## src/rtl/qps_pkg.sv

```systemverilog
package qps_pkg;
  // Strobes handed from control to datapath once per clock.
  typedef struct packed {
    logic thEdge;   // TH changed this cycle
    logic thLevel;  // synchronized TH level
    logic trLevel;  // synchronized TR level
    logic advance;  // step position by one
    logic update;   // reload the output register
  } ctlStrobes_t;
endpackage

```

## src/rtl/qps_sync.sv

```systemverilog
module qps_sync #(
  parameter int Width  = 2,
  parameter int Stages = 2
) (
  input  logic             clk,
  input  logic [Width-1:0] din,
  output logic [Width-1:0] dout
);
  logic [Width-1:0] chain [Stages];

  generate
    for (genvar s = 0; s < Stages; s++) begin : g_stage
      if (s == 0) begin : g_first
        always_ff @(posedge clk) chain[s] <= din;
      end else begin : g_next
        always_ff @(posedge clk) chain[s] <= chain[s-1];
      end
    end
  endgenerate

  assign dout = chain[Stages-1];
endmodule

```

## src/rtl/qps_ctl.sv

```systemverilog
module qps_ctl
  import qps_pkg::*;
#(
  parameter int SyncStages = 2
) (
  input  logic        clk,
  input  logic        rst,
  input  logic        thPin,
  input  logic        trPin,
  output ctlStrobes_t strobes
);
  logic [1:0] syncedPins;
  logic       thLevel, trLevel;
  logic       thPrev, trPrev;
  logic       thEdge, trEdge;

  qps_sync #(.Width(2), .Stages(SyncStages)) u_sync (
    .clk (clk),
    .din ({thPin, trPin}),
    .dout(syncedPins)
  );

  assign thLevel = syncedPins[1];
  assign trLevel = syncedPins[0];

  // During reset the history follows the pins, so release gives no false edge.
  always_ff @(posedge clk) begin
    thPrev <= thLevel;
    trPrev <= trLevel;
  end

  assign thEdge = !rst && (thLevel != thPrev);
  assign trEdge = !rst && (trLevel != trPrev);

  always_comb begin
    strobes.thEdge  = thEdge;
    strobes.thLevel = thLevel;
    strobes.trLevel = trLevel;
    strobes.advance = trEdge && !thEdge && !thLevel;
    strobes.update  = thEdge || trEdge;
  end
endmodule

```

## src/rtl/qps_datapath.sv

```systemverilog
module qps_datapath
  import qps_pkg::*;
#(
  parameter int NumEntries = 16,
  parameter int NibbleW    = 4,
  localparam int PosW      = $clog2(NumEntries)
) (
  input  logic              clk,
  input  logic              rst,
  input  ctlStrobes_t       strobes,
  input  logic              wrEn,
  input  logic [PosW-1:0]   wrAddr,
  input  logic [NibbleW-1:0] wrData,
  output logic [PosW-1:0]   position,
  output logic [NibbleW:0]  dataOut
);
  localparam logic [PosW-1:0] LastPos = PosW'(NumEntries - 1);

  logic [NibbleW-1:0] nibTable [NumEntries];
  logic [PosW-1:0]    posNext;

  generate
    for (genvar e = 0; e < NumEntries; e++) begin : g_entry
      always_ff @(posedge clk) begin
        if (rst) begin
          nibTable[e] <= '1;
        end else if (wrEn && (wrAddr == PosW'(e))) begin
          nibTable[e] <= wrData;
        end
      end
    end
  endgenerate

  always_comb begin
    posNext = position;
    if (strobes.thEdge) begin
      posNext = strobes.thLevel ? '0 : PosW'(1);
    end else if (strobes.advance) begin
      posNext = (position == LastPos) ? '0 : position + PosW'(1);
    end
  end

  always_ff @(posedge clk) begin
    if (rst) begin
      position <= '0;
      dataOut  <= {strobes.trLevel, {NibbleW{1'b1}}};
    end else if (strobes.update) begin
      position <= posNext;
      dataOut  <= {strobes.trLevel, nibTable[posNext]};
    end
  end
endmodule

```

## src/rtl/quad_pad_streamer.sv

```systemverilog
module quad_pad_streamer
  import qps_pkg::*;
#(
  parameter int NumEntries = 16,
  parameter int NibbleW    = 4,
  parameter int SyncStages = 2,
  localparam int PosW      = $clog2(NumEntries)
) (
  input  logic               clk,
  input  logic               rst,
  input  logic               thPin,
  input  logic               trPin,
  input  logic               wrEn,
  input  logic [PosW-1:0]    wrAddr,
  input  logic [NibbleW-1:0] wrData,
  output logic [NibbleW:0]   dataOut
);
  ctlStrobes_t     ctlStrobes;
  logic [PosW-1:0] curPos;

  qps_ctl #(.SyncStages(SyncStages)) u_ctl (
    .clk    (clk),
    .rst    (rst),
    .thPin  (thPin),
    .trPin  (trPin),
    .strobes(ctlStrobes)
  );

  qps_datapath #(.NumEntries(NumEntries), .NibbleW(NibbleW)) u_dp (
    .clk     (clk),
    .rst     (rst),
    .strobes (ctlStrobes),
    .wrEn    (wrEn),
    .wrAddr  (wrAddr),
    .wrData  (wrData),
    .position(curPos),
    .dataOut (dataOut)
  );
endmodule

```

## config.mk

```make
export PLATFORM = sky130hd
export DESIGN_NAME = quad_pad_streamer
export DESIGN_NICKNAME = d
export VERILOG_FILES = /design/src/rtl/qps_pkg.sv /design/src/rtl/qps_sync.sv /design/src/rtl/qps_ctl.sv /design/src/rtl/qps_datapath.sv /design/src/rtl/quad_pad_streamer.sv
export SDC_FILE = /design/constraint.sdc
export NUM_CORES = 1
export LEC_CHECK = 0
export BUFFER_PORTS_ARGS = -buffer_cell sky130_fd_sc_hd__buf_2
export CORE_ASPECT_RATIO = 0.7
export CORE_UTILIZATION = 50
export DETAILED_ROUTE_END_ITERATION = 10
export GPL_ROUTABILITY_DRIVEN = 0
export MAX_ROUTING_LAYER = met4
export PLACE_DENSITY = 0.74
export SYNTH_ARGS = -nofsm -noshare
export SYNTH_HDL_FRONTEND = slang
export SYNTH_SLANG_ARGS = --single-unit
```

## constraint.sdc

```tcl
create_clock -name clk -period 2.87 [get_ports clk]
set_input_delay 0.287 -clock clk [delete_from_list [all_inputs] [get_ports clk]]
set_output_delay 0.287 -clock clk [all_outputs]
set_load 0.01 [all_outputs]
```

== After elaboration in Yosys (flattened, before gate mapping) ==
Memory sizes are Yosys's and may differ from the RTL's.
Cells that the tools add are included.

* Flip-flop bits (word level): 11
* Latch bits: 0
* Bits in writable memories: 68
* Bits in read-only memories: 0
* Bits of input ports: 13
* Output and inout port bits: 5
* Memories: 2

* Add/sub/neg operators: 1
* $mul: 0
* Divide/modulo/power cells: 0
* Magnitude comparators: 0
* Equality and inequality tests: 18
* Shift-type cells: 0
* Multiplexer cells: 72
* Bitwise gates (word level): 16
* Reduce and logical (&&, ||, !) cells: 26

{| class="wikitable"
|+ Memories
! memory !! words !! width !! read ports !! clocked after Yosys merged registers in !! wr ports !! line !! source
|-
| u_dp.nibTable || 16 || 4 || 1 || 0 || 16 || qps_datapath.sv:19 || <nowiki>logic [NibbleW-1:0] nibTable [NumEntries];</nowiki>
|-
| u_ctl.u_sync.chain || 2 || 2 || 2 || 0 || 2 || qps_sync.sv:9 || <nowiki>logic [Width-1:0] chain [Stages];</nowiki>
|}

{| class="wikitable"
|+ Operator list
! kind !! count
|-
| 4-bit 2-to-1 mux || 19
|-
| 1-bit 2-to-1 mux || 51
|-
| 4-bit == test (second input constant) || 9
|-
| 1-bit logical AND || 20
|-
| 4-bit by 3-bit == test with 1-bit output (second input constant) || 4
|-
| 1-bit bitwise OR || 16
|-
| 5-bit 2-to-1 mux || 2
|-
| 4-bit by 2-bit == test with 1-bit output (second input constant) || 2
|-
| 4-bit by 1-bit adder with 4-bit output (second input constant) || 1
|-
| 4-bit by 1-bit == test with 1-bit output (second input constant) || 1
|-
| 4-bit logical NOT || 1
|-
| 1-bit logical NOT || 3
|-
| 1-bit inequality test || 2
|-
| 2-bit nonzero test || 1
|-
| 1-bit logical OR || 1
|}

== Longest topological paths before layout ==
Gate-level depths: netlist of the first run.
An unclocked memory read counts as a cell.

* Word-level depth: 11
* Mapped depth: 9
* Depth with buffers taken out: 8

== By module ==
From an unflattened synthesis of the first run, not the netlist that was laid out.

* Cells, all modules: 311
* Area total of the unflattened synthesis: 3888.7 um^2

{| class="wikitable"
|+ By module, submodules not included
! module !! times used !! cells each !! area each (um^2)
|-
| qps_datapath || 1 || 297 || 3707.3
|-
| qps_sync || 1 || 6 || 95.1
|-
| qps_ctl || 1 || 8 || 86.3
|}

== Worst setup path after synthesis of the first run ==
No wires, ideal clock.

* Kind: register to register
* From: memory u_ctl.u_sync.chain[1][1], in the netlist u_ctl.u_sync.chain[0][3]
* To: register u_dp.dataOut[0]
* Library setup time: 0.118 ns
* Arrival time: 1.719 ns
* Data required time: 2.752 ns
* Path slack: 1.032 ns
* Cell stages (with the launch flop): 8
* Path buffers: 1
* Cell sequence: dfxtp_1 > buf_2 > nor2_1 > nand4_1 > o221a_4 > or3b_4 > a21oi_2 > nor3_2

{| class="wikitable"
|+ RTL lines
! what !! line !! source
|-
| start: declaration || qps_sync.sv:9 ||
|-
| end signal: assignment || qps_datapath.sv:46 || <nowiki>dataOut <= {strobes.trLevel, {NibbleW{1'b1}}};</nowiki>
|-
| end signal: assignment || qps_datapath.sv:49 || <nowiki>dataOut <= {strobes.trLevel, nibTable[posNext]};</nowiki>
|-
| end: declaration || qps_datapath.sv:15 || <nowiki>output logic [NibbleW:0] dataOut</nowiki>
|}

== Final worst setup path of the first run ==
* From: register u_dp.position[0]
* To: register u_dp.dataOut[3]

* Word-level cells in the longest chain between the ends: 5

{| class="wikitable"
|+ Ends and longest elaborated chain
! what !! line !! source
|-
| start: declaration || qps_datapath.sv:14 || <nowiki>output logic [PosW-1:0] position,</nowiki>
|-
| start signal: assignment || qps_datapath.sv:48 || <nowiki>position <= posNext;</nowiki>
|-
| 4-bit by 1-bit adder with 4-bit output / 4-bit == test (equally long branches) || qps_datapath.sv:39 || <nowiki>posNext = (position == LastPos) ? '0 : position + PosW'(1);</nowiki>
|-
| 4-bit 2-to-1 mux || qps_datapath.sv:39 ||
|-
| 4-bit 2-to-1 mux * || qps_datapath.sv:38 || <nowiki>end else if (strobes.advance) begin</nowiki>
|-
| 4-bit 2-to-1 mux * || qps_datapath.sv:36 || <nowiki>if (strobes.thEdge) begin</nowiki>
|-
| memory 16 x 4 bit * || -- ||
|}

Every way passes the cells marked *; elsewhere a longest branch is shown, timed or not.
A chain may end at the register's enable or synchronous reset.

==> results.md, run 1 <==
- The maximum buffer depth of the clock tree is 2.
- The region available for standard cell placement spans 0.00745 mm2.
- The number of enable flip-flop cells after synthesis is 65.
- Setup repair after global routing left no endpoint under its margin.
- In the synthesized netlist the dominant register cell turns out to be sky130_fd_sc_hd__edfxtp_1.
- Pin placement for this block handled 18 I/O pins.
- The TritonCTS clock tree is yes.
- Derived from the worst setup path, the maximum achievable clock frequency is 0.415 GHz.
- The run finished with clean final reports.
- Data on the critical path arrives at its endpoint at 2.70 ns.
- Summed over all layers, the routed wires come to 8440 um.
- The average instance in the mapped netlist occupies 11.9 um2.
- The die span in x is 108 um.
- The number of design rule violations left after detail routing is 0.
- The post-route netlist has 29.9% of its cells at a drive strength greater than 1.
- The nature of the critical path startpoint is a flip-flop.
- In the layout the commonest cells are sky130_fd_sc_hd__edfxtp_1 (65), sky130_fd_sc_hd__or2_2 (50), sky130_fd_sc_hd__nand2_1 (39).
- The clock share of power is 32.4%.
- The time the worst path needs with I/O delays and setup is 2.41 ns.
- The initialized floorplan defines 26 standard-cell rows.
- The worst-margin pin slew is 0.953 ns.
- The finished cells cover 0.00422 mm2.
- Net switching is 24.4% of the power.
- The total clock buffers created by CTS is 9.
- The first global-routing pass estimated 13,100 um of wire.
- The number of failing setup endpoints in the final timing report is 0.
- The starting density of the core is 52.6%.
- The post-placement cell area is 0.00404 mm2.
- For this run, the total global-route usage over all layers was measured as 22.9%.
- Summed over all layers, the global routing overflow is 0.
- The net count of the finished layout is 361.
- The count of endpoints failing hold in the final timing report is 0.
- The number of routed nets with antenna violations is 0.
- The category of the worst setup path capture point is a flip-flop.
- The H-tree depth is 3.
- The share of the yosys chip area belonging to registers is 57.0%.
- The count of unique library cells instantiated by Yosys is 50.
- Synthesis produced 330 cells.
- The worst pin sits at a relative slew slack of 35.8%.
- The number of iterations in the first detailed-routing pass is 4.
- Combinational logic burns 10.7% of the power.
- Across the routed clock network, the largest skew measured is 0.00572 ns.
- After clock tree synthesis, the flow added hold-fix buffers numbering 0.
- 0 antenna diodes ended up in the layout.
- The tree built by TritonCTS fans out to 79 sinks.
- Compared with the post-synthesis result, the final layout area differs by 7.69%.
- The share of power burned in registers is 56.9%.
- The clock transition at the registers of the reported paths is 0.08 ns.
- The tree is rooted in a sky130_fd_sc_hd__clkbuf_8.
- The sum of net half-perimeters after detailed placement is 6030 um.
- The routed via count is 2,572.
- In the final timing run, aggregate negative setup slack is 0 ns.
- The leakage component of the power is 1.41 nW.
- The number of global-route vias before repair is 2,441.
- The max-cap check violation count is 0.
- The share of the clock period used by the worst path after layout is 83.9%.
- The switching power of the nets is 0.580 mW.
- The initial DRC count is 134.
- After synthesis, the share of flip-flops with an asynchronous set or reset is 0%.
- Leaving out fill and tap cells, the most frequent cell in the layout is sky130_fd_sc_hd__edfxtp_1.
- The min-delay analysis places its worst path in the category in2reg.
- The worst supply voltage drop on vdd is 0.000334 V.
- The mapped netlist covers 0.00392 mm2.
- At the worst endpoint, the required time is 3.16 ns.
- The post-detailed-route via-to-cell ratio is 5.73.
- The clock latency of the later-clocked register in the worst-skew pair is 0.36 ns.
- The Yosys step of the flow raised 0 warnings.
- The die outline area is 0.00820 mm2.
- When the netlist entered floorplanning its net count stood at 344.
- The number of I/O port buffers is 17.
- Dividing the detail-routed wire length by the instance count gives 18.8 um.
- The kind of critical path is reg2reg.
- The number of setup buffers added after CTS is 0.
- The die is 76.1 um tall.
- Cell internal power was estimated by the tool at 1.79 mW.
- The number of register bits inferred by synthesis is 79.
- The pin count of the biggest net entering global routing is 29.
- In this run the worst path has a maximum fanout of 28.
- The number of slew-limit violations in the final report came to 0.
- The number of antenna violations at the first check in global routing is 0.
- Post-CTS repair changed the size of 0 cells.
- Dividing total power by cell area gives a power density of 562 mW/mm2.
==> critical path, stage by stage (launching register included) <==
cell	delay, ns
sky130_fd_sc_hd__dfxtp_1	0.46
sky130_fd_sc_hd__ha_1	0.25
sky130_fd_sc_hd__inv_1	0.09
sky130_fd_sc_hd__o211ai_2	0.24
sky130_fd_sc_hd__nand3_4	0.42
sky130_fd_sc_hd__buf_4	0.35
sky130_fd_sc_hd__mux2i_1	0.14
sky130_fd_sc_hd__a22oi_2	0.15
sky130_fd_sc_hd__nand4b_1	0.11
sky130_fd_sc_hd__a31oi_1	0.13
==> synth_stat cells (2+ instances only) <==
cell type,n,area [um2]
sky130_fd_sc_hd__nor3b_1,2,15.0
sky130_fd_sc_hd__o21ai_0,14,70.1
sky130_fd_sc_hd__dfxtp_1,14,280
sky130_fd_sc_hd__clkbuf_1,8,30.0
sky130_fd_sc_hd__nor3_2,3,30.0
sky130_fd_sc_hd__nand4_1,3,18.8
sky130_fd_sc_hd__or2_2,50,313
sky130_fd_sc_hd__nand2_1,39,146
sky130_fd_sc_hd__nor2_1,12,45.0
sky130_fd_sc_hd__a21oi_2,3,26.3
sky130_fd_sc_hd__a31oi_1,2,12.5
sky130_fd_sc_hd__buf_2,2,10.0
sky130_fd_sc_hd__nand3b_1,2,15.0
sky130_fd_sc_hd__a21oi_1,4,20.0
sky130_fd_sc_hd__and2_1,2,12.5
sky130_fd_sc_hd__or3_1,16,100
sky130_fd_sc_hd__buf_6,4,45.0
sky130_fd_sc_hd__edfxtp_1,65,1950
sky130_fd_sc_hd__nand2b_1,2,12.5
sky130_fd_sc_hd__inv_1,2,7.51
sky130_fd_sc_hd__mux2i_1,38,380
sky130_fd_sc_hd__nand3_1,7,35.0
sky130_fd_sc_hd__xor2_1,2,17.5
sky130_fd_sc_hd__nor2_2,2,12.5
sky130_fd_sc_hd__a22oi_2,2,25.0
sky130_fd_sc_hd__o22ai_1,6,37.5
==> cells by family after synthesis <==
family	share of synthesized area (%)
muxes	9.71
adders and majority gates	0.319
and+or+nand+nor	21.3
buffers and inverters	3.26
DFF	57.0
AOI/OAI and AO/OA	7.79
xor gates and xnor gates	0.671
==> registers in the layout, indices dropped and copies added (netlist names) <==
register,flops
u_ctl.u_sync.chain,4
u_ctl.trPrev,1
u_dp.position,4
u_dp.dataOut,5
u_ctl.thPrev,1
u_dp.nibTable,64
==> worst paths after layout <==
kind | startpoint | to | slack [ns] | depth (start not counted)
setup / recovery | u_dp.position[0] | u_dp.dataOut[3] | 0.46 | 9
hold / removal | trPin | u_ctl.u_sync.chain[0][0] | 0.03 | 1
setup reg to reg | u_dp.position[0] | u_dp.dataOut[3] | 0.46 | 9
hold reg to reg | u_ctl.u_sync.chain[0][1] | u_ctl.u_sync.chain[0][3] | 0.33 | 0
==> layer usage <==
layer	global-route usage, %	vias to the layer above	wire length [um]
met5	-	-	0
met4	8.08	0	99
met2	30.6	99	3610
met3	7.87	13	568
met1	32.2	1231	4160
li1	-	1229	-
==> stage by stage <==
stage	utilization, %	power [mW]	worst slack (ns)	std cells	hold WS (ns)
2_1_floorplan	-	1.54	1.03	330	0.310
3_3_place_gp	54.3	1.62	0.625	434	0.316
6_report	56.7	2.37	0.461	449	0.0256
5_1_grt	56.7	2.46	0.309	449	0.00730
3_5_place_dp	54.3	1.63	0.509	434	0.316
4_1_cts	56.7	2.39	0.483	449	0.00915
==> final cells by class <==
class	count	area [um2]
multi-input combinational	233	1560
sequential	79	2230
tap	98	123
clock inverter	6	52.6
clock buffer	9	124
fill	635	3230
inverter	2	7.51
timing repair buffer	22	123
==> power groups by stage <==
stage               registers [mW]  clock network [mW]  logic [mW]
CTS                           1.35               0.784       0.251
global placement              1.38                   0       0.245
detailed placement            1.38                   0       0.251
finish                        1.35               0.769       0.253
global route                  1.36               0.828       0.279
floorplan                     1.37                   0       0.169
(Power assumes the default switching activity.)
==> inputs of run 2 (changes only) <==
- PLACE_DENSITY: 0.74 -> 0.77
- clock period: 2.87 -> 2.2 ns (I/O delays scaled with it)
==> run 2 against run 1 <==
Count of clock-buffer cells in the layout is 1 higher. Register-to-register slack worse by 0.34 ns. First-iteration DRC count is 40% higher. Cell area is 3.2% higher. Power is 30% higher. Maximum frequency is 16% higher. Flip-flop and latch count stayed put. Die area stayed put. Worst setup slack worse by 0.34 ns. Clock power is 26% higher. Via count is 2.3% higher. Routed wire length is 1.8% higher. Critical path type unchanged. Critical endpoint is now u_dp.dataOut[2]. Largest cell class unchanged. Largest power group unchanged. Highest routed layer unchanged.
==> results.md, run 2 (synthesis results as in run 1) <==
- The run finished with clean final reports.
- Leaving out fill and tap cells, the most frequent cells in the layout are sky130_fd_sc_hd__edfxtp_1 (65), sky130_fd_sc_hd__or2_2 (50), sky130_fd_sc_hd__nand2_1 (39).
- The clock transition at the registers of the reported paths is 0.08 ns.
- The clock root buffer is sky130_fd_sc_hd__clkbuf_8.
- The TritonCTS clock tree is yes.
- The worst hold slack after final layout is 0.214 ns.
- At the end of the flow the core is filled with cells to 58.5%.
- The buffers plus inverters on the worst setup path is 1.
- The count of cells in the finished layout, fillers not included, comes to 462.
- The H-tree depth is 3.
- The signal on the critical path passes through nor2_2, nand4_1, nand3_4, buf_4, mux2i_1, mux2i_1, o22ai_1, nor3_2.
- The die covers 0.00820 mm2.
- After legalization and detailed placement, the total HPWL measured 6180 um.
- Summed over all layers, the global routing overflow is 0.
- The total wirelength of the detailed-routed design is 8600 um.
- The number of routed nets with antenna violations is 0.
- The maximum buffer depth of the clock tree is 2.
- Timing analysis after detailed placement gives a worst setup slack of -0.0207 ns.
- The number of standard-cell rows in the floorplan is 26.
- Across all layers, the routed design uses 2,632 vias.
- u_dp.nibTable holds more flip-flops than any other register.
- The startpoint of the most critical hold path is rst.
- The count of endpoints failing hold in the final timing report is 0.
- After routing, the total negative slack on setup checks comes to 0 ns.
- IR analysis of the VDD net gives a maximum drop of 0.000395 V.
- On the worst path, the slowest cell contributes a delay of 0.39 ns.
- The nature of the critical path startpoint is a flip-flop.
- The die span in x is 108 um.
- Summing all flip-flop and latch instances after layout gives 0.00223 mm2.
- The layout has 630 filler cells.
- The critical path is of the reg2reg type.
- The detail-routed net length per standard cell is 18.6 um.
- Compared with the post-synthesis result, the final layout area differs by 11.2%.
- The number of slew-limit violations in the final report is 0.
- The most numerous cell type found on the critical path is sky130_fd_sc_hd__mux2i_1.
- The headroom to the max-slew limit is 55.4%.
- The worst hold path belongs to the class in2reg.
- The worst register-to-register path begins at u_ctl.thPrev.
- Along the worst path, the maximum fanout reaches 11.
- The y dimension of the die is 76.1 um.
- Port buffering added 17 buffers.
- The post-route netlist has 33.2% of its cells at a drive strength greater than 1.
- Counting instances, the worst hold path has a depth of 2.
- Setup violations remaining at the end of the flow were counted as 0.
- The count of pins on the block boundary is 18.
- The most common cell after layout, fill and taps aside is sky130_fd_sc_hd__edfxtp_1.
- The worst endpoint data arrival time is 2.32 ns.
- The starting density of the core is 52.6%.
- The pin count of the biggest net entering global routing is 21.
- After detailed routing, the number of vias per cell comes to 5.70.
- The global-route wire length before repair is 13,600 um.
- For the worst setup path, the data required time is 2.45 ns.
- The routed design could run at a clock period as short as 2.07 ns.
- Summed over all cells, the static leakage comes to 1.47 nW.
- The endpoint of the worst hold path is u_dp.position[1].
- Clock latency on the worst-skew pair, taken at its later pin, is 0.36 ns.
- Across all register-to-register paths, the minimum setup slack is 0.13 ns.
- The largest registers in the layout are u_dp.nibTable x64, u_dp.dataOut x5.
- Clock tree synthesis inserted a total of 9 buffers.
- The cell count after placement is 441.
- The endpoint of the worst register-to-register path is u_dp.dataOut[2].
- For this design, the sink count on the clock tree is 79.
- The register with the most flip-flops in the layout has 64 of them.
- For the pin with the worst max-slew slack, the measured transition is 0.663 ns.
- The depth of the worst register-to-register path is 8.
- In the final layout, the multi-input gates occupy 0.00158 mm2.
- The number of design rule violations left after detail routing is 0.
- The number of iterations in the first detailed-routing pass is 4.
- STA classifies the critical path endpoint as a flip-flop.
- The number of antenna violations at the first check in global routing came to 0.
- The worst-path cell with the longest stage delay is sky130_fd_sc_hd__dfxtp_1.
- The number of antenna diodes is 0.
- The launching instance or port of the critical path is u_ctl.thPrev.
- The global-route usage over all layers is 23.5%.
- The category of cells accounting for the largest share of critical-path delay is simple AND/OR/NAND/NOR gates.
- Setup slack on the critical path of the routed design comes to 0.126 ns.
- The max-cap check violation count is 0.
- Across the routed clock network, the largest skew measured is 0.0101 ns.
- The initial DRC count is 187.
- The number of global-route vias before repair is 2,474.
- Of the available clock period, the critical path in the final layout requires 94.3%.
- The achievable frequency is 0.482 GHz.
- The net count of the finished layout is 373.
- Power spread over the standard cell area amounts to 710 mW/mm2.
- The total core area is 0.00745 mm2.
- In this run the number of cells on the critical path is 8.
run 2: what timing repair did:
item / in CTS / in global routing
hold endpoints to repair: 2 / 0
resized for setup: 1 / 3
setup endpoints to repair: 3 / 4
hold buffers: 2 / 0
pin swaps: 0 / 2
setup buffers: 0 / 3
run 2: final cells by class:
cell class                 instances  area share, %
tap                               98           2.81
clock buffer                      10           2.93
multi-input combinational        233           36.2
clock inverter                     6           1.06
timing repair buffer              34           5.57
sequential                        79           51.3
inverter                           2          0.172
run 2: worst max-delay path by stage:
stage	to	slack, ns
floorplan	u_dp.dataOut[0]	0.36
global placement	u_dp.dataOut[2]	0.06
detailed placement	u_dp.dataOut[2]	-0.02
CTS	u_dp.dataOut[2]	0.004
global route	u_dp.dataOut[2]	-0.002
finish	u_dp.dataOut[2]	0.13
run 2: report_power, final:
| group | switching, mW | internal [mW] |
|---|---|---|
| sequential | 0.0470 | 1.72 |
| combinational | 0.219 | 0.143 |
| clock | 0.554 | 0.415 |
| total | 0.821 | 2.27 |
run 2: metrics by stage:
| step | area [um2] | power, mW |
|---|---|---|
| 2_1_floorplan | 3920 | 2.01 |
| 3_3_place_gp | 4120 | 2.13 |
| 3_5_place_dp | 4120 | 2.14 |
| 4_1_cts | 4320 | 3.10 |
| 5_1_grt | 4360 | 3.21 |
| 6_report | 4360 | 3.09 |
run 2: layer usage:
| metal | wire length (um) | global-route usage, % | up-vias |
|---|---|---|---|
| met1 | 4470 | 36.5 | 1290 |
| met5 | 0 | - | - |
| met3 | 515 | 5.90 | 11 |
| li1 | - | - | 1251 |
| met4 | 88 | 6.03 | 0 |
| met2 | 3530 | 30.0 | 80 |
==> inputs of run 3 (changes only) <==
- ABC_AREA: not set -> 1
==> run 3 against run 2 <==
First-iteration DRC count grew to 2.7 times the previous value. Synthesized cell count grew 42%. Largest power group unchanged. Worst hold slack gained 0.12 ns. Combinational power grew 14%. Clock skew shrank 0.0050 ns. Cell area grew 2.4%. Global-route usage grew 1.5 points. Area after synthesis grew 1.9%.
==> results.md, run 3 <==
- The flow ran to the end, and the final reports show no timing, DRC or antenna violations.
- The number of antenna diodes in the final layout is 0.
- After synthesis, the cell types taking the most area are sky130_fd_sc_hd__edfxtp_1 (49%), sky130_fd_sc_hd__nand2_1 (11%), sky130_fd_sc_hd__nand3_1 (8.3%).
- STA puts the critical path data required time at 2.44 ns.
- The count of endpoints failing hold in the final timing report is 0.
- After synthesis the cells add up to 0.00399 mm2.
- In the final routed layout, each cell accounts on average for 16.0 um.
- A synthesized cell averages 8.53 um2.
- The library cells used most frequently in the layout, excluding fill and tap cells, are sky130_fd_sc_hd__nand2_1 (122), sky130_fd_sc_hd__inv_1 (84), sky130_fd_sc_hd__nand3_1 (66).
- The routed via count is 3,273.
- The count of nets left with antenna violations once routing finished came out at 0.
- The post-detailed-route via-to-cell ratio is 5.59.
- Once placement finished, the instance area stood at 0.00415 mm2.
- The register with the most flip-flops in the layout has 64 of them.
- The clock transition at the registers of the reported paths is 0.05 ns.
- The worst hold slack after final layout is 0.330 ns.
- In this run the tool buffered the top-level ports with 17 buffer cells.
- The largest registers in the layout are u_dp.nibTable x64, u_dp.dataOut x5.
- The die outline area is 0.00835 mm2.
- The number of sinks driven by the clock tree is 79.
- The nature of the critical path startpoint is a flip-flop.
- The library cell used most frequently in the layout, excluding fill and tap cells, is sky130_fd_sc_hd__nand2_1.
- Along the worst path, the maximum fanout reaches 32.
- The share of the clock period used by the worst path after layout is 90.9%.
- The worst setup margin is 0.199 ns.
- TritonCTS built the clock tree.
- The net count of the finished layout is 497.
- After detailed routing, the total wire length is 9350 um.
- The total core area is 0.00751 mm2.
- The number of nets handed over by synthesis was 482.
- Counting instances in the post-synthesis netlist gives the leading cell types as sky130_fd_sc_hd__nand2_1 (122), sky130_fd_sc_hd__inv_1 (84), sky130_fd_sc_hd__nand3_1 (66).
- The number of standard-cell rows in the floorplan is 26.
- The cell with the most instances after synthesis is sky130_fd_sc_hd__nand2_1.
- The number of antenna violations at the first check in global routing is 0.
- The critical path is of the reg2reg type.
- The biggest area contributor in the post-synthesis netlist is sky130_fd_sc_hd__edfxtp_1.
- The analysis attributes to cell leakage a power of 1.92 nW.
- The starting density of the core is 53.1%.
- The cell count after placement is 568.
- Entering global routing, the biggest net connects 34 pins.
- For this run, the number of Yosys warnings is 0.
- The initial DRC count is 506.
- Measured on the finished design, the core utilization comes to 59.4%.
- The worst hold path cell count is 0.
- The total overflow reported by the global router is 0.
- The maximum buffer depth of the clock tree is 2.
- Of the cells placed in the final design, the portion with a size suffix greater than 1 is 11.5%.
- The share of the yosys chip area belonging to registers is 55.9%.
- More flip-flops sit in one register than any other, and that register is u_dp.nibTable.
- The cell count after synthesis is 468.
- On the final layout, the worst clock skew is 0.00515 ns.
- The synthesis-to-layout area growth is 11.7%.
- The headroom to the max-slew limit is 54.0%.
- The global-route usage over all layers is 24.9%.
- The worst-case IR drop observed on VDD is 0.000458 V.
- The post-synthesis async set-or-reset flop share is 0%.
- Setup repair after global routing left no endpoint under its margin.
- The y dimension of the die is 76.8 um.
- At the later pin of the worst-skew pair, clock insertion delay measures 0.34 ns.
- The number of iterations in the first detailed-routing pass is 5.
- The max-cap check violation count is 0.
- The die span in x is 109 um.
- Setup total negative slack on the finished layout was measured at 0 ns.
- The number of slew-limit violations in the final report came to 0.
- The type of the worst min-delay path is reg2reg.
- The total power density per cell area is 809 mW/mm2.
- The worst endpoint data arrival time is 2.24 ns.
- In this run the biggest area consumer among cell types represents 48.9% of the synthesized area.
- The number of register bits inferred by synthesis is 79.
- OpenSTA, run right after detailed placement, puts the worst setup slack at 0.120 ns.
- For this design the top-level I/O count stands at 18.
- The sum of net half-perimeters after detailed placement is 6470 um.
- The routed design could run at a clock period as short as 2.00 ns.
- For the pin with the worst max-slew slack, the measured transition is 0.690 ns.
- The number of global-route vias before repair is 3,006.
- After routing the design area is 0.00446 mm2.
- The global-route wire length before repair is 15,000 um.
- The number of clock buffers added by TritonCTS is 9.
- The depth of the worst register-to-register path is 11.
- The category of the worst setup path capture point is a flip-flop.
- The number of design rule violations left after detail routing is 0.
- The count of unique library cells instantiated by Yosys is 25.
- Timing would allow up to 0.500 GHz.
- The most used flip-flop cell after synthesis is sky130_fd_sc_hd__edfxtp_1.
- Setup violations remaining at the end of the flow were counted as 0.
- The overall power of the completed layout is 3.61 mW.
- The H-tree depth is 3.
- The synthesized design contains 65 enable-type register cells.
- The clock root buffer is sky130_fd_sc_hd__clkbuf_16.
- The post-layout instance count excluding filler cells is 586.
## run 3: changes by cell type after synthesis, moves of 16 or more
| cell | previous run | this run |
|---|---|---|
| sky130_fd_sc_hd__or3_1 | 16 | 0 |
| sky130_fd_sc_hd__nand4_1 | 3 | 33 |
| sky130_fd_sc_hd__or2_2 | 50 | 4 |
| sky130_fd_sc_hd__nand3_1 | 7 | 66 |
| sky130_fd_sc_hd__mux2i_1 | 38 | 0 |
| sky130_fd_sc_hd__inv_1 | 2 | 84 |
| sky130_fd_sc_hd__nand2_1 | 39 | 122 |
## run 3: worst paths after layout
kind	startpoint	end	slack, ns
worst min register to register	u_ctl.u_sync.chain[0][0]	u_ctl.u_sync.chain[0][2]	0.33
worst min-delay path	u_ctl.u_sync.chain[0][0]	u_ctl.u_sync.chain[0][2]	0.33
worst max-delay path	u_ctl.u_sync.chain[0][3]	u_dp.dataOut[3]	0.20
worst max register to register	u_ctl.u_sync.chain[0][3]	u_dp.dataOut[3]	0.20
## run 3: layer usage
layer | up-vias | track usage [%] | wire (um) | share of wire, %
met2 | 180 | 32.2 | 3800 | 41
li1 | 1561 | - | - | -
met1 | 1511 | 35.7 | 4250 | 45
met4 | 0 | 9.73 | 242 | 2.6
met5 | - | - | 0 | 0
met3 | 21 | 8.42 | 1070 | 11
## run 3: timing repair
| action | CTS | global route |
|---|---|---|
| endpoints found under the setup margin | 0 | 4 |
| hold buffers | 2 | 0 |
| endpoints found under the hold margin | 2 | 0 |
| resized for setup | 0 | 1 |
| buffers inserted | 0 | 0 |
## run 3: area by class of cell
cell class                      count  area [um2]
Inverter                           89         334
Multi-Input combinational cell    279        1330
Clock inverter                      6        60.1
Timing Repair Buffer               25         150
Fill cell                         653        3050
Sequential cell                    79        2230
Clock buffer                       10         229
Tap cell                           98         123
## run 3: kinds of logic (layout without fill, tap and decap cells)
group | Yosys count | in the layout | synth area share, %
flops | 79 | 79 | 55.9
fa+ha+maj | 1 | 1 | 0.313
compound gates | 12 | 12 | 1.57
buf+inv | 110 | 130 | 10.9
simple gates | 266 | 266 | 31.3
## run 3: worst max-delay path, stage by stage (launching register included)
cell and delay, ns:
sky130_fd_sc_hd__dfxtp_1 0.35, sky130_fd_sc_hd__nor2_2 0.26, sky130_fd_sc_hd__nor2_4 0.09, sky130_fd_sc_hd__nand2_1 0.14, sky130_fd_sc_hd__buf_4 0.34, sky130_fd_sc_hd__nand4_1 0.18
sky130_fd_sc_hd__nand3_1 0.12, sky130_fd_sc_hd__nand3_1 0.08, sky130_fd_sc_hd__nand3_1 0.09, sky130_fd_sc_hd__nand3_1 0.12, sky130_fd_sc_hd__nand2_1 0.08, sky130_fd_sc_hd__inv_1 0.04
## run 3: report_power, final
| part | switching [mW] | total [mW] | internal [mW] |
|---|---|---|---|
| clock network | 0.574 | 1.45 | 0.874 |
| logic | 0.290 | 0.412 | 0.122 |
| registers | 0.0378 | 1.75 | 1.71 |
